`src/rtl/esc_to_clkdiv_pkg.sv`:
```
package esc_to_clkdiv_pkg;

    // Width of one division factor and of the packed configuration word.
    localparam int DIV_W   = 8;
    localparam int CFG_W   = 32;
    // Field placement inside the configuration word.
    localparam int ESC_LSB = 0;
    localparam int TO_LSB  = ESC_LSB + DIV_W;
    localparam int USED_W  = 2 * DIV_W;

    // Mask of writable bits; everything above USED_W reads as zero.
    localparam logic [CFG_W-1:0] CFG_MASK = CFG_W'((64'd1 << USED_W) - 64'd1);

    typedef logic [DIV_W-1:0] div_t;

    // Decoded configuration.
    typedef struct packed {
        div_t to_div;
        div_t esc_div;
    } clkdiv_cfg_t;

    // Output flavour of a divider instance.
    typedef enum logic {
        DIV_TOGGLE = 1'b0,
        DIV_PULSE  = 1'b1
    } div_mode_t;

    // Smallest factor at which a divider produces output.
    function automatic div_t min_active(input div_mode_t mode);
        return (mode == DIV_TOGGLE) ? div_t'(2) : div_t'(1);
    endfunction

    // Unpack a configuration word into its fields.
    function automatic clkdiv_cfg_t unpack_cfg(input logic [CFG_W-1:0] word);
        clkdiv_cfg_t c;
        c.esc_div = word[ESC_LSB +: DIV_W];
        c.to_div  = word[TO_LSB  +: DIV_W];
        return c;
    endfunction

endpackage

```
`src/rtl/esc_to_clkdiv_cfg.sv`:
```
module esc_to_clkdiv_cfg
    import esc_to_clkdiv_pkg::*;
(
    input  logic             clk_i,
    input  logic             rst_i,
    input  logic             we_i,
    input  logic [CFG_W-1:0] wdata_i,
    output clkdiv_cfg_t      cfg_o,
    output logic             esc_restart_o,
    output logic             to_restart_o,
    output logic [CFG_W-1:0] rdata_o
);

    logic [CFG_W-1:0] word_q;
    clkdiv_cfg_t      cur;
    clkdiv_cfg_t      nxt;

    // Unused upper bits are dropped at the write, so they always read zero.
    always_ff @(posedge clk_i) begin
        if (rst_i) begin
            word_q <= '0;
        end else if (we_i) begin
            word_q <= wdata_i & CFG_MASK;
        end
    end

    always_comb begin
        cur = unpack_cfg(word_q);
        nxt = unpack_cfg(wdata_i);
    end

    // A restart is raised only when a written field differs from the held one.
    always_comb begin
        esc_restart_o = we_i && (nxt.esc_div != cur.esc_div);
        to_restart_o  = we_i && (nxt.to_div  != cur.to_div);
    end

    assign cfg_o   = cur;
    assign rdata_o = word_q;

endmodule

```
`src/rtl/esc_to_clkdiv_div.sv`:
```
module esc_to_clkdiv_div
    import esc_to_clkdiv_pkg::*;
#(
    parameter div_mode_t MODE = DIV_TOGGLE,
    parameter int        W    = DIV_W
) (
    input  logic         clk_i,
    input  logic         rst_i,
    input  logic [W-1:0] factor_i,
    input  logic         restart_i,
    output logic         out_o
);

    localparam logic [W-1:0] ONE     = W'(1);
    localparam logic [W-1:0] MIN_ACT = W'(min_active(MODE));

    logic [W-1:0] cnt_q;
    logic         active;
    logic         last;

    always_comb begin
        active = (factor_i >= MIN_ACT);
        last   = active && (cnt_q == factor_i - ONE);
    end

    // Count 0 .. factor-1; hold at zero when stopped or restarted.
    always_ff @(posedge clk_i) begin
        if (rst_i) begin
            cnt_q <= '0;
        end else if (restart_i || !active || last) begin
            cnt_q <= '0;
        end else begin
            cnt_q <= cnt_q + ONE;
        end
    end

    generate
        if (MODE == DIV_TOGGLE) begin : g_toggle
            // High for the first floor(N/2) counts of each period.
            always_comb out_o = active && (cnt_q < (factor_i >> 1));
        end else begin : g_pulse
            // One-cycle pulse on the final count of each period.
            always_comb out_o = last;
        end
    endgenerate

endmodule

```
`src/rtl/esc_to_clkdiv.sv`:
```
module esc_to_clkdiv
    import esc_to_clkdiv_pkg::*;
(
    input  logic        clk_i,
    input  logic        rst_i,
    input  logic        cfg_we_i,
    input  logic [31:0] cfg_wdata_i,
    output logic [31:0] cfg_rdata_o,
    output logic        esc_clk_o,
    output logic        to_tick_o
);

    clkdiv_cfg_t cfg;
    logic        esc_restart;
    logic        to_restart;

    esc_to_clkdiv_cfg u_cfg (
        .clk_i         (clk_i),
        .rst_i         (rst_i),
        .we_i          (cfg_we_i),
        .wdata_i       (cfg_wdata_i),
        .cfg_o         (cfg),
        .esc_restart_o (esc_restart),
        .to_restart_o  (to_restart),
        .rdata_o       (cfg_rdata_o)
    );

    esc_to_clkdiv_div #(
        .MODE (DIV_TOGGLE),
        .W    (DIV_W)
    ) u_esc_div (
        .clk_i     (clk_i),
        .rst_i     (rst_i),
        .factor_i  (cfg.esc_div),
        .restart_i (esc_restart),
        .out_o     (esc_clk_o)
    );

    esc_to_clkdiv_div #(
        .MODE (DIV_PULSE),
        .W    (DIV_W)
    ) u_to_div (
        .clk_i     (clk_i),
        .rst_i     (rst_i),
        .factor_i  (cfg.to_div),
        .restart_i (to_restart),
        .out_o     (to_tick_o)
    );

endmodule

```
`config.mk`:
```
export PLATFORM = sky130hd
export DESIGN_NAME = esc_to_clkdiv
export DESIGN_NICKNAME = d
export VERILOG_FILES = /design/src/rtl/esc_to_clkdiv_pkg.sv /design/src/rtl/esc_to_clkdiv_cfg.sv /design/src/rtl/esc_to_clkdiv_div.sv /design/src/rtl/esc_to_clkdiv.sv
export SDC_FILE = /design/constraint.sdc
export NUM_CORES = 1
export LEC_CHECK = 0
export BUFFER_PORTS_ARGS = -buffer_cell sky130_fd_sc_hd__buf_2
export CAP_MARGIN = 40
export CORE_UTILIZATION = 25
export CTS_CLUSTER_DIAMETER = 150
export CTS_CLUSTER_SIZE = 10
export DETAILED_ROUTE_END_ITERATION = 10
export PLACE_DENSITY_LB_ADDON = 0.12
export SYNTH_ARGS = -nofsm -noshare
export SYNTH_HDL_FRONTEND = slang
export SYNTH_SLANG_ARGS = --single-unit
```
`constraint.sdc`:
```
create_clock -name clk_i -period 4.8 [get_ports clk_i]
set_input_delay 0.96 -clock clk_i [delete_from_list [all_inputs] [get_ports clk_i]]
set_output_delay 0.96 -clock clk_i [all_outputs]
set_load 0.005 [all_outputs]
```
==> flow_summary.ini, run 1 <==
[outcome]
status = complete, no violations

[worst_hold_path]
holdPathStages = 1
worstHoldPathType = reg2reg

[logic_synthesis]
synth-main-ff-cell = dfxtp_1
netlist.area_leader.share = 0.288
ys_seq_elements = 32
synth_cell_types = 42
yosys-top-cells-area = dfxtp_1 (29%), xnor2_1 (14%), mux2i_1 (7.2%)
synthArstFlopShare = 0
synth.avg_cell_area_um2 = 8.92
syn_inst = 249
synth_edf_count = 0
mappedNetlistArea_um2 = 2220
ys_seq_area_frac = 0.288
synth_top_area_cell = dfxtp_1
yosys_warnings = 0

[floorplanning]
rows = 34
die_area_um2 = 9270
core_um2 = 8680
initial_core_util = 0.256
die-height_um = 96.3
die_w_um = 96.3
io_pins = 69

[clocking]
htree_num_levels = 2
clock_sinks = 32
clockRootBuffer = clkbuf_8
cts_buffer_depth = 2
postCtsSetupBuffers = 0
cts_resized = 0
cts_inserted_buffers = 5
clock_latency_ps = 280
clk_pin_slew_ps = 80
cts_tree = yes
cts_hold_buf = 0

[sta]
finalWorstSetupSlack_ps = 1380
finalSetupViolCount = 0
grt_setup_unrepaired = false
finClkSkew_ps = 10.7
finalHoldViolations = 0
slew_viol_final = 0
fin_crit_ps = 3420
tns_ps = 0
clock.fmax_mhz = 292
fin_crit_sh = 0.713
relSlewSlack = 0.640
worstMarginPinSlew_ps = 530

[drt]
ant_nets = 0
drt_iter0_markers = 30
route.vias.total = 1752
drt-vias-per-instance = 4.50
wirelength_mm = 5.28
drcViolationCount = 0
routedWlPerCell_um = 13.6
first_pass_iters = 4

[global_routing]
track_usage = 0.122
grt.overflow.total = 0
grt_pass1_vias = 1585
grt_pass1_wl_mm = 8.34
antenna_found_initial = 0
grt_max_degree = 19

[power_and_ir_drop]
power_density_nw_per_um2 = 260
peakVddDrop_mv = 0.0893
power_leakage_nw = 1.05
power_uw = 654

[setup_path]
reg2reg_depth = 7
critPathKind = reg2out
crit_path_end_kind = primary output
crit_arrival_ps = 2460
start_kind = flip-flop
crit_fanout = 9
critical_path_required_ps = 3840

[finish]
drive_above_1_share = 0.174
antenna_cells = 0
area_growth_pct = 13.0
nets = 327
final_common_cell = buf_2
final_cell_mix = buf_2 (36), xnor2_1 (35), dfxtp_1 (32)

[placement]
port_buffers = 36
preCtsSetupSlack_ps = 1660
place_congestion = 0.735
dp_hpwl_mm = 3.91

[flow_run]
max-cap-violations = 0
[path summary, 6_finish.rpt]
kind                                   startpoint           endpoint  slack, ps
worst max register to register   u_cfg.rdata_o[8]  u_to_div.cnt_q[5]       2630
worst max-delay path             u_cfg.rdata_o[8]          to_tick_o       1380
worst min register to register  u_to_div.cnt_q[0]  u_to_div.cnt_q[0]        530
worst min-delay path            u_to_div.cnt_q[0]  u_to_div.cnt_q[0]        530
[cell usage after synthesis, types with 7 or more instances]
library cell,count
nor3_1,10
dfxtp_1,32
nor2_1,19
ha_1,12
mux2i_1,16
a211oi_1,8
xor2_1,16
nand3_1,10
xnor2_1,35
buf_4,17
inv_1,13
nand4_1,7
[state kept, by name (all words and copies together) (netlist names)]
name,flops
u_cfg.rdata_o,16
u_esc_div.cnt_q,8
u_to_div.cnt_q,8
[through the flow]
step | hold slack [ps] | utilization | std cells | area (um2)
2_1_floorplan | 477 | - | 264 | 2280
3_3_place_gp | 527 | 0.279 | 381 | 2420
3_5_place_dp | 528 | 0.279 | 381 | 2420
4_1_cts | 542 | 0.289 | 389 | 2510
5_1_grt | 555 | 0.289 | 389 | 2510
6_report | 531 | 0.289 | 389 | 2510
[worst max-delay path, cell delays in order, from the launching register on]
cell and delay (ps):
dfxtp_1 530, inv_1 80, ha_1 220, xnor2_1 140, xnor2_1 120, or4_1 530
a21oi_4 280, and2_1 160, buf_2 100
[report_power, final]
group | switching [mW] | internal, mW
combinational | 0.0677 | 0.0634
sequential | 0.0225 | 0.275
clock | 0.108 | 0.117
total | 0.198 | 0.455
[cells by family (layout without fill, tap and decap cells)]
kind of cell | count (synthesis) | in the layout | share of synthesized area
simple gates | 70 | 70 | 0.179
xor+xnor | 51 | 51 | 0.201
buf+inv | 40 | 57 | 0.101
flops | 32 | 32 | 0.288
compound gates | 26 | 26 | 0.0828
mux | 17 | 17 | 0.0783
fa+ha+maj | 12 | 12 | 0.0676
other cells | 1 | 16 | 0.00169
[routing by layer]
| metal | vias to the layer above | global-route usage | share of wire |
|---|---|---|---|
| met5 | - | 0 | 0 |
| met4 | 0 | 0.0448 | 0.010 |
| met3 | 5 | 0.0237 | 0.033 |
| met2 | 37 | 0.191 | 0.46 |
| met1 | 823 | 0.164 | 0.50 |
| li1 | 887 | - | - |
[cell type report]
type                    instances  area [um2]
fillers                       962        6170
multi-input cells             192        1410
flip-flops and latches         32         641
repair buffers                 36         180
well taps                     108         135
clock buffers                   7        86.3
inverters                      13        48.8
clock inverters                 1        7.51
No activity file was read; power rests on OpenSTA's default activity.
==> run 2, diff against run 1 <==
==> constraint.sdc (replaced) <==
create_clock -name clk_i -period 2.8 [get_ports clk_i]
set_input_delay 0.56 -clock clk_i [delete_from_list [all_inputs] [get_ports clk_i]]
set_output_delay 0.56 -clock clk_i [all_outputs]
set_load 0.005 [all_outputs]
==> run 2 against run 1 <==
Against the previous run:
- power grew 71%
- non-clock buffer count grew 5
- via count down 1.5%
- flip-flop and latch count did not move
- hold slack lost 12 ps
- clock skew decreased by 4.3 ps
- sequential power grew 70%
- routed wire length fell by 0.32%
- clock power up 66%
- core utilization increased by 0.42 points
- combinational power grew 80%
- largest cell class unchanged
- largest power group unchanged
- highest routed layer unchanged
==> flow_summary.ini, run 2 (synthesis gave the netlist of run 1 again) <==
[outcome]
status = complete, no violations

[sta]
relSlewSlack = 0.671
tns_ps = 0
grt_setup_unrepaired = false
finalHoldViolations = 0
finClkSkew_ps = 6.41
finalSetupViolCount = 0
clock.fmax_mhz = 372
fin_crit_sh = 0.960
worstMarginPinSlew_ps = 490
slew_viol_final = 0
fin_crit_ps = 2690
finalWorstSetupSlack_ps = 112

[global_routing]
grt.overflow.total = 0
grt_pass1_wl_mm = 8.36
antenna_found_initial = 0
grt_pass1_vias = 1550
grt_max_degree = 19
track_usage = 0.121

[setup_path]
rrSetupSlack_ps = 710
timing.rr.end = u_esc_div.cnt_q[1]
critical_path_required_ps = 2240
crit_path_end_kind = primary output
cpPeakStageDelay_ps = 530
r2r-start = u_cfg.rdata_o[1]
critPathKind = reg2out
cp_common_cell = xnor2_1
crit_slowest_cell = or4_1
reg2reg_depth = 7
start_kind = flip-flop
crit_arrival_ps = 2130
cp_cell_sequence = inv_1 > ha_1 > xnor2_1 > xnor2_1 > or4_1 > a21oi_4 > and2_1 > buf_2
crit_fanout = 6

[drt]
drcViolationCount = 0
wirelength_mm = 5.26
drt_iter0_markers = 25
routedWlPerCell_um = 13.4
drt-vias-per-instance = 4.38
ant_nets = 0
route.vias.total = 1726
first_pass_iters = 4

[finish]
nets = 332
final_cell_mix = buf_2 (36), xnor2_1 (35), dfxtp_1 (30)
antenna_cells = 0
largest_reg_flops = 16
drive_above_1_share = 0.192
area_growth_pct = 14.6
final_common_cell = buf_2

[floorplanning]
die_w_um = 96.3
io_pins = 69
die_area_um2 = 9270
initial_core_util = 0.256
die-height_um = 96.3
rows = 34
core_um2 = 8680

[flow_run]
max-cap-violations = 0

[worst_hold_path]
holdPathStages = 1
worstHoldPathType = reg2reg
worstHoldStart = u_to_div.cnt_q[0]
whs_endpoint = u_to_div.cnt_q[0]

[clocking]
cts_hold_buf = 0
clock_latency_ps = 280
cts_buffer_depth = 2
cts_tree = yes
htree_num_levels = 2
cts_inserted_buffers = 5
clockRootBuffer = clkbuf_8
clk_pin_slew_ps = 70
clock_sinks = 32

[placement]
preCtsSetupSlack_ps = 344
port_buffers = 36
dp_hpwl_mm = 4.04
place_congestion = 0.733

[power_and_ir_drop]
power_mw = 1.12
power_leakage_nw = 1.08
power_density_nw_per_um2 = 438
peakVddDrop_mv = 0.164
## run 2: changes by cell type in the layout (fill, tap and decap cells not counted)
cell        change
dfxtp_1         -2
clkbuf_1        +1
clkinvlp_4      -1
buf_4           +5
dfxtp_2         +2
## run 2: what timing repair did
action	in CTS	in global routing
endpoints found under the hold margin	0	0
setup endpoints to repair	0	1
buffers inserted	0	0
resized for setup	0	2
## run 2: power breakdown
| group | internal [mW] | switching (mW) |
|---|---|---|
| combinational | 0.115 | 0.121 |
| clock | 0.201 | 0.172 |
| sequential | 0.473 | 0.0349 |
| total | 0.788 | 0.328 |
## run 2: worst max-delay path by stage
stage / startpoint / endpoint / cells after the start
after floorplan: u_cfg.rdata_o[8] / to_tick_o / 6
after detailed placement: u_cfg.rdata_o[9] / to_tick_o / 8
after global routing: u_cfg.rdata_o[9] / to_tick_o / 8
after CTS: u_cfg.rdata_o[9] / to_tick_o / 8
final: u_cfg.rdata_o[9] / to_tick_o / 8
after global placement: u_cfg.rdata_o[9] / to_tick_o / 8
## run 2: routing by layer
layer / vias up / track usage / wire length [um]
li1: 899 / - / -
met1: 775 / 0.174 / 2680
met2: 46 / 0.180 / 2300
met3: 6 / 0.0237 / 213
met4: 0 / 0.0373 / 63
met5: - / 0 / 0
## run 2: cell type report
class                      count  area (um2)
sequential                    32         643
fill                         962        6130
tap                          108         135
inverter                      13        48.8
clock buffer                   8        90.1
timing repair buffer          41         218
multi-input combinational    192        1410
## run 2: worst max-delay path, delay by kind of cell (launching register included)
kind / cells / cell delay [ps]
buffers and inverters: 2 / 170
DFF: 1 / 390
xor gates and xnor gates: 2 / 270
and+or+nand+nor: 2 / 660
adders and majority gates: 1 / 210
AOI/OAI and AO/OA: 1 / 140
## run 2: stage by stage
step	cell area [um2]	util	hold WS [ps]	cells
detailed placement	2450	0.283	507	386
finish	2550	0.294	519	394
global placement	2450	0.283	506	386
floorplan	2280	-	477	264
CTS	2540	0.293	517	394
global route	2550	0.294	538	394
